===== config.mk =====
export PLATFORM = sky130hd
export DESIGN_NAME = nic_regbank
export DESIGN_NICKNAME = d
export VERILOG_FILES = /design/src/rtl/nic_regbank_pkg.sv /design/src/rtl/nic_cmd_ctrl.sv /design/src/rtl/nic_irq_ctrl.sv /design/src/rtl/nic_page_regs.sv /design/src/rtl/nic_regbank.sv
export SDC_FILE = /design/constraint.sdc
export NUM_CORES = 1
export LEC_CHECK = 0
export BUFFER_PORTS_ARGS = -buffer_cell sky130_fd_sc_hd__buf_2
export CORE_MARGIN = 2
export CORE_UTILIZATION = 56
export DETAILED_ROUTE_END_ITERATION = 8
export HOLD_SLACK_MARGIN = 0.15
export PLACE_DENSITY_LB_ADDON = 0.15
export SLEW_MARGIN = 20
export SYNTH_ARGS = -nofsm -noshare
export SYNTH_HDL_FRONTEND = slang
export SYNTH_SLANG_ARGS = --single-unit
export TNS_END_PERCENT = 1

===== constraint.sdc =====
create_clock -name clk -period 5.77 [get_ports clk]
set_input_delay 0.577 -clock clk [delete_from_list [all_inputs] [get_ports clk]]
set_output_delay 0.577 -clock clk [all_outputs]
set_load 0.05 [all_outputs]

===== src/rtl/nic_regbank_pkg.sv =====
// Package: shared widths, command and status bit positions, page encoding.
package nic_regbank_pkg;
    localparam int DW        = 8;
    localparam int AW        = 4;
    localparam int STA_BYTES = 6;
    localparam int MC_BYTES  = 8;

    localparam int CMD_STOP  = 0;
    localparam int CMD_START = 1;
    localparam int CMD_XMIT  = 2;
    localparam int CMD_RRD   = 3;
    localparam int CMD_RWR   = 4;

    localparam int IS_RDC    = 6;
    localparam logic [DW-1:0] CMD_RESET = 8'h01;
    localparam logic [DW-1:0] ISR_RESET = 8'h80;

    typedef enum logic [1:0] {
        PG_LOW      = 2'd0,
        PG_STATION  = 2'd1,
        PG_READBACK = 2'd2,
        PG_BAD      = 2'd3
    } page_e;
endpackage


===== src/rtl/nic_cmd_ctrl.sv =====
// Command register and command decode.
// Holds the command byte, exposes the selected page and turns each
// command write into registered one-cycle pulses. Assumes the caller
// asserts cmd_wr for a single cycle per bus write to address 0.
module nic_cmd_ctrl
    import nic_regbank_pkg::*;
(
    input  logic          clk,
    input  logic          rst_n,
    input  logic          cmd_wr,
    input  logic [DW-1:0] wdata,
    input  logic          rcnt_zero,
    output logic [DW-1:0] cmd_q,
    output page_e         page,
    output logic          start_p,
    output logic          stop_p,
    output logic          tx_go,
    output logic          rd_go,
    output logic          wr_go,
    output logic          rdc_set
);
    logic dma_req;

    assign dma_req = wdata[CMD_START] & (wdata[CMD_RRD] | wdata[CMD_RWR]);
    assign rdc_set = cmd_wr & dma_req & rcnt_zero;
    assign page    = page_e'(cmd_q[DW-1:DW-2]);

    // Store the command and raise the pulses for one cycle.
    always_ff @(posedge clk) begin
        if (!rst_n) begin
            cmd_q   <= CMD_RESET;
            start_p <= 1'b0;
            stop_p  <= 1'b0;
            tx_go   <= 1'b0;
            rd_go   <= 1'b0;
            wr_go   <= 1'b0;
        end else begin
            start_p <= 1'b0;
            stop_p  <= 1'b0;
            tx_go   <= 1'b0;
            rd_go   <= 1'b0;
            wr_go   <= 1'b0;
            if (cmd_wr) begin
                cmd_q   <= wdata;
                stop_p  <= wdata[CMD_STOP];
                start_p <= wdata[CMD_START];
                tx_go   <= wdata[CMD_START] & wdata[CMD_XMIT];
                rd_go   <= wdata[CMD_START] & wdata[CMD_RRD] & ~rcnt_zero;
                wr_go   <= wdata[CMD_START] & wdata[CMD_RWR] & ~rcnt_zero;
            end
        end
    end
endmodule


===== src/rtl/nic_irq_ctrl.sv =====
// Interrupt status and mask.
// Status bits are set by the set vector and cleared by writing ones;
// a set beats a clear of the same bit. The level output is derived
// combinationally from the two registers. Assumes the write enables
// are already qualified by page and address.
module nic_irq_ctrl
    import nic_regbank_pkg::*;
(
    input  logic          clk,
    input  logic          rst_n,
    input  logic          isr_wr,
    input  logic          imr_wr,
    input  logic [DW-1:0] wdata,
    input  logic [DW-1:0] set_vec,
    output logic [DW-1:0] isr_q,
    output logic [DW-1:0] imr_q,
    output logic          irq
);
    logic [DW-1:0] clr_vec;

    assign clr_vec = isr_wr ? wdata : '0;
    assign irq     = |(isr_q & imr_q);

    // Update status (set wins over clear) and mask.
    always_ff @(posedge clk) begin
        if (!rst_n) begin
            isr_q <= ISR_RESET;
            imr_q <= '0;
        end else begin
            isr_q <= (isr_q & ~clr_vec) | set_vec;
            if (imr_wr) imr_q <= wdata;
        end
    end
endmodule


===== src/rtl/nic_page_regs.sv =====
// Paged data registers and the read multiplexer.
// Stores the page-0 setup and count registers and the page-1 station
// registers, and selects read data by page and address. Assumes wr_en
// is already low for address 0 and for page 3.
module nic_page_regs
    import nic_regbank_pkg::*;
(
    input  logic          clk,
    input  logic          rst_n,
    input  logic          wr_en,
    input  page_e         page,
    input  logic [AW-1:0] addr,
    input  logic [DW-1:0] wdata,
    input  logic [DW-1:0] cmd_q,
    input  logic [DW-1:0] isr_q,
    input  logic [DW-1:0] imr_q,
    input  logic [DW-1:0] tx_stat,
    output logic [DW-1:0] rdata,
    output logic [DW-1:0] tx_page,
    output logic [2*DW-1:0] tx_count,
    output logic [2*DW-1:0] rdma_addr,
    output logic [2*DW-1:0] rdma_count
);
    localparam int CUR_ADDR = STA_BYTES + 1;
    localparam int MC_BASE  = STA_BYTES + 2;

    logic [DW-1:0] ring_start, ring_stop, bnd, rxcfg, txcfg, dcfg, cur_pg;
    logic [DW-1:0] sta [STA_BYTES];
    logic [DW-1:0] mc  [MC_BYTES];

    // Register writes for pages 0 and 1.
    always_ff @(posedge clk) begin
        if (!rst_n) begin
            ring_start <= '0; ring_stop <= '0; bnd <= '0; tx_page <= '0;
            tx_count <= '0; rdma_addr <= '0; rdma_count <= '0;
            rxcfg <= '0; txcfg <= '0; dcfg <= '0; cur_pg <= '0;
            for (int i = 0; i < STA_BYTES; i++) sta[i] <= '0;
            for (int i = 0; i < MC_BYTES; i++) mc[i] <= '0;
        end else if (wr_en) begin
            case (page)
                PG_LOW: begin
                    case (addr)
                        4'h1: ring_start <= wdata;
                        4'h2: ring_stop  <= wdata;
                        4'h3: bnd        <= wdata;
                        4'h4: tx_page    <= wdata;
                        4'h5: tx_count[DW-1:0]     <= wdata;
                        4'h6: tx_count[2*DW-1:DW]  <= wdata;
                        4'h8: rdma_addr[DW-1:0]    <= wdata;
                        4'h9: rdma_addr[2*DW-1:DW] <= wdata;
                        4'hA: rdma_count[DW-1:0]   <= wdata;
                        4'hB: rdma_count[2*DW-1:DW] <= wdata;
                        4'hC: rxcfg <= wdata;
                        4'hD: txcfg <= wdata;
                        4'hE: dcfg  <= wdata;
                        default: ;
                    endcase
                end
                PG_STATION: begin
                    for (int i = 0; i < STA_BYTES; i++)
                        if (addr == AW'(i + 1)) sta[i] <= wdata;
                    if (addr == AW'(CUR_ADDR)) cur_pg <= wdata;
                    for (int i = 0; i < MC_BYTES; i++)
                        if (addr == AW'(MC_BASE + i)) mc[i] <= wdata;
                end
                default: ;
            endcase
        end
    end

    // Read data selection by page and address.
    always_comb begin
        rdata = '0;
        if (addr == '0) begin
            rdata = cmd_q;
        end else begin
            case (page)
                PG_LOW: begin
                    case (addr)
                        4'h3: rdata = bnd;
                        4'h4: rdata = tx_stat;
                        4'h7: rdata = isr_q;
                        4'h8: rdata = rdma_addr[DW-1:0];
                        4'h9: rdata = rdma_addr[2*DW-1:DW];
                        default: rdata = '0;
                    endcase
                end
                PG_STATION: begin
                    for (int i = 0; i < STA_BYTES; i++)
                        if (addr == AW'(i + 1)) rdata = sta[i];
                    if (addr == AW'(CUR_ADDR)) rdata = cur_pg;
                    for (int i = 0; i < MC_BYTES; i++)
                        if (addr == AW'(MC_BASE + i)) rdata = mc[i];
                end
                PG_READBACK: begin
                    case (addr)
                        4'h1: rdata = ring_start;
                        4'h2: rdata = ring_stop;
                        4'h4: rdata = tx_page;
                        4'hC: rdata = rxcfg;
                        4'hD: rdata = txcfg;
                        4'hE: rdata = dcfg;
                        4'hF: rdata = imr_q;
                        default: rdata = '0;
                    endcase
                end
                default: rdata = '0;
            endcase
        end
    end
endmodule


===== src/rtl/nic_regbank.sv =====
// Top of the paged register bank.
// Decodes bus strobes into command, status, mask and paged writes,
// merges completion requests into the status set vector and gates
// read data with the read strobe. Assumes one access per strobe cycle.
module nic_regbank
    import nic_regbank_pkg::*;
(
    input  logic          clk,
    input  logic          rst_n,
    input  logic [3:0]    bus_addr,
    input  logic [7:0]    bus_wdata,
    input  logic          bus_wr,
    input  logic          bus_rd,
    output logic [7:0]    bus_rdata,
    input  logic [7:0]    tx_stat,
    input  logic [7:0]    hw_irq_set,
    output logic          irq,
    output logic          start_p,
    output logic          stop_p,
    output logic          tx_go,
    output logic          rdma_rd_go,
    output logic          rdma_wr_go,
    output logic [7:0]    tx_page,
    output logic [15:0]   tx_count,
    output logic [15:0]   rdma_addr,
    output logic [15:0]   rdma_count
);
    logic [DW-1:0] cmd_q, isr_q, imr_q, set_vec, mux_data;
    page_e         page;
    logic          cmd_wr, reg_wr, isr_wr, imr_wr, rdc_set;

    assign cmd_wr = bus_wr && (bus_addr == '0);
    assign reg_wr = bus_wr && (bus_addr != '0) && (page != PG_BAD);
    assign isr_wr = bus_wr && (page == PG_LOW) && (bus_addr == 4'h7);
    assign imr_wr = bus_wr && (page == PG_LOW) && (bus_addr == 4'hF);

    // Merge engine requests with the zero-count DMA completion.
    always_comb begin
        set_vec         = hw_irq_set;
        set_vec[IS_RDC] = hw_irq_set[IS_RDC] | rdc_set;
    end

    assign bus_rdata = bus_rd ? mux_data : '0;

    nic_cmd_ctrl u_cmd (
        .clk(clk), .rst_n(rst_n), .cmd_wr(cmd_wr), .wdata(bus_wdata),
        .rcnt_zero(rdma_count == '0), .cmd_q(cmd_q), .page(page),
        .start_p(start_p), .stop_p(stop_p), .tx_go(tx_go),
        .rd_go(rdma_rd_go), .wr_go(rdma_wr_go), .rdc_set(rdc_set)
    );

    nic_irq_ctrl u_irq (
        .clk(clk), .rst_n(rst_n), .isr_wr(isr_wr), .imr_wr(imr_wr),
        .wdata(bus_wdata), .set_vec(set_vec), .isr_q(isr_q),
        .imr_q(imr_q), .irq(irq)
    );

    nic_page_regs u_regs (
        .clk(clk), .rst_n(rst_n), .wr_en(reg_wr), .page(page),
        .addr(bus_addr), .wdata(bus_wdata), .cmd_q(cmd_q), .isr_q(isr_q),
        .imr_q(imr_q), .tx_stat(tx_stat), .rdata(mux_data),
        .tx_page(tx_page), .tx_count(tx_count), .rdma_addr(rdma_addr),
        .rdma_count(rdma_count)
    );
endmodule


==> out/results.ini <==
[sta]
skew_ns=0.0131
hold_violations=0
setup_ws_ns=1.56
final.setup.tns_ns=0
rsz0062_at_grt=false
max-slew-margin-rel=0.148
finalCriticalPeriod_ns=4.21
tightest_slew_ns=1.27
fmax_mhz=237
period_share=0.730
setup_viol=0
hold_slack_ns=0.226
slew_viol_final=0

[global_route]
antenna_found_initial=0
first_global_vias=9416
grtUsageMet3=0.0761
grt_pass1_wl_um=57000
top_usage_layer=met2
grtUsageMet2=0.500
grtUsageTotal=0.337
grt_max_degree=110
overflow=0
use_met1=0.491

[outcome]
status=finished clean

[place]
port_buffers=101
dpl_cell_area_um2=12500
dp_slack_ns=1.63
dp_hpwl_um=25400
place_congestion=1.02
dp.cells=1546

[critical_path]
crit_type=input pin to primary output
endpoint_kind=primary output
cp_max_fo=47
crit_arrival_ns=3.63
start_kind=input pin
required_ns=5.19

[route]
vias=10278
drtIter0Drc=1299
via_per_inst=6.44
final_antenna_net_count=0
drt-pass1-iter-count=8
routed_wl_um=38600
post_drt_wl_per_cell_um=24.2
post-route-drc-count=0

[synthesis]
synthArstFlopShare=0
synth_cell_type_count=73
synthMuxAreaShare=0.0631
synthSimpleGateAreaFrac=0.202
yosysTopAreaCell=edfxtp_1
synth_nets=1292
synth.area.top_cells=edfxtp_1 28%, dfxtp_1 24%, nand2_1 5.5%, mux2i_1 5.3%, a21boi_0 5.3%
ys_seq_area_frac=0.515
netlist_area_um2=12000
netlist.area_leader.share=0.280
synth_flop_cell=dfxtp_1
ys_ff_latch=253
synth-xor-area-share=0.000730
synth_edf_count=112
synth_compound_area_frac=0.172
syn_inst=1260
synth_top_family_by_area=simple AND/OR/NAND/NOR gates
syn-mean-instance-area_um2=9.53
ys_warn_count=0
synthAdderAreaFrac=0

[clock_tree]
numCtsBuffers=27
hold_buffers=0
htreeDepth=1
clock-root-buffer=clkbuf_16
post-cts-setup-buffer-count=0
ctsResizeCount=0
clk_pin_slew_ns=0.06
cts_buffer_depth=3
cts_tree=built
worstSkewPairLatency_ns=0.55
clock_sinks=253

[pwr]
p_total_mw=4.32
p_leak_nw=5.01
ir_worst_vdd_v=0.000253
powerDensity_nw_per_um2=320

[floorplanning]
core-area_um2=21000
initial_core_util=0.571
die_w_um=150
rows=53
dieArea_um2=22600
io_pins=102
die_h_um=150

[finish]
final_nets=1332
drive_gt1_frac=0.147
final_area_um2=13500
mostFrequentLayoutCell=nand2_1
final_cells=1596
utilization=0.642
antenna_cells=0
final_cell_mix=176 x nand2_1, 141 x dfxtp_1, 125 x nor2_1
area_growth_pct=12.5

[hold_path]
hold_path_class=input pin to register

[run]
drv_cap=0

## state kept, by name, summed over array words and instances (netlist names), 8 cells and up
signal             flops
u_regs.ring_stop       8
u_regs.txcfg           8
u_regs.tx_page         8
u_regs.bnd             8
u_regs.dcfg            8
u_regs.sta            48
u_irq.isr_q            8
u_regs.tx_count       16
u_regs.cur_pg          8
u_regs.rdma_addr      16
u_regs.mc             64
u_irq.imr_q            8
u_regs.rxcfg           8
u_regs.ring_start      8
u_cmd.cmd_q            8
u_regs.rdma_count     16
## kinds of logic after synthesis
kind of cell,count (synthesis)
AND/OR/NAND/NOR,518
multiplexers,73
buffers and inverters,118
flip-flops,253
AO/OA/AOI/OAI,297
XOR/XNOR,1
## metal layers
layer / wire length (µm) / up-vias
met5: 0 / -
met4: 1120 / 0
met3: 4390 / 89
met2: 16900 / 663
met1: 16200 / 4935
li1: - / 4591
## where the power goes
group          internal [mW]  leakage (nW)  switching [mW]
clock network           1.27         0.492           0.767
registers               1.91          2.28          0.0283
logic                 0.0901          2.24           0.254
total                   3.27          5.01            1.05
## area by class of cell
type	count	area [µm²]
inverter	14	52.6
sequential	253	6190
fill	1718	7520
clock buffer	27	676
multi-input combinational	889	5260
clock inverter	23	367
timing repair buffer	115	616
tap	275	344
## cell usage after synthesis, drive strengths merged (2+ instances only)
cell type and instances:
clkbuf 57, dfxtp 141, a31oi 8, nor3b 5
nand3 89, o22ai 8, a222oi 2, a21o 3
o211ai 7, o21ai 47, a2111oi 2, o221ai 4
inv 14, buf 47, a2bb2oi 5, nand2 180
nor2 131, and3 4, a22o 7, and3b 2
o21a 3, nand2b 10, edfxtp 112, a221o 4
mux2i 64, o2bb2ai 3, mux2 8, a32oi 9
or3b 2, a32o 6, a22oi 13, a221oi 6
nor2b 57, nor3 18, a211oi 8, a21oi 51
nand4 3, nor4 5, and2 7, a21boi 89
## final timing paths
path,startpoint,to,slack [ns],depth (start not counted)
max,bus_addr[1],bus_rdata[7],1.56,9
min reg2reg,u_regs.tx_count[15],u_regs.tx_count[15],0.45,2
max reg2reg,u_cmd.cmd_q[6],u_regs.sta[0][37],2.86,5
min,hw_irq_set[7],u_irq.isr_q[7],0.23,2
## worst max-delay path, stage by stage
cell and delay (ns):
buf_2 0.78, buf_4 0.44, nor2b_1 0.26, a22oi_2 0.18, o221ai_1 0.15, a32o_1 0.28, a221o_1 0.31, a221o_1 0.39
buf_2 0.23
Note: power is estimated with default switching activity, not from simulation.
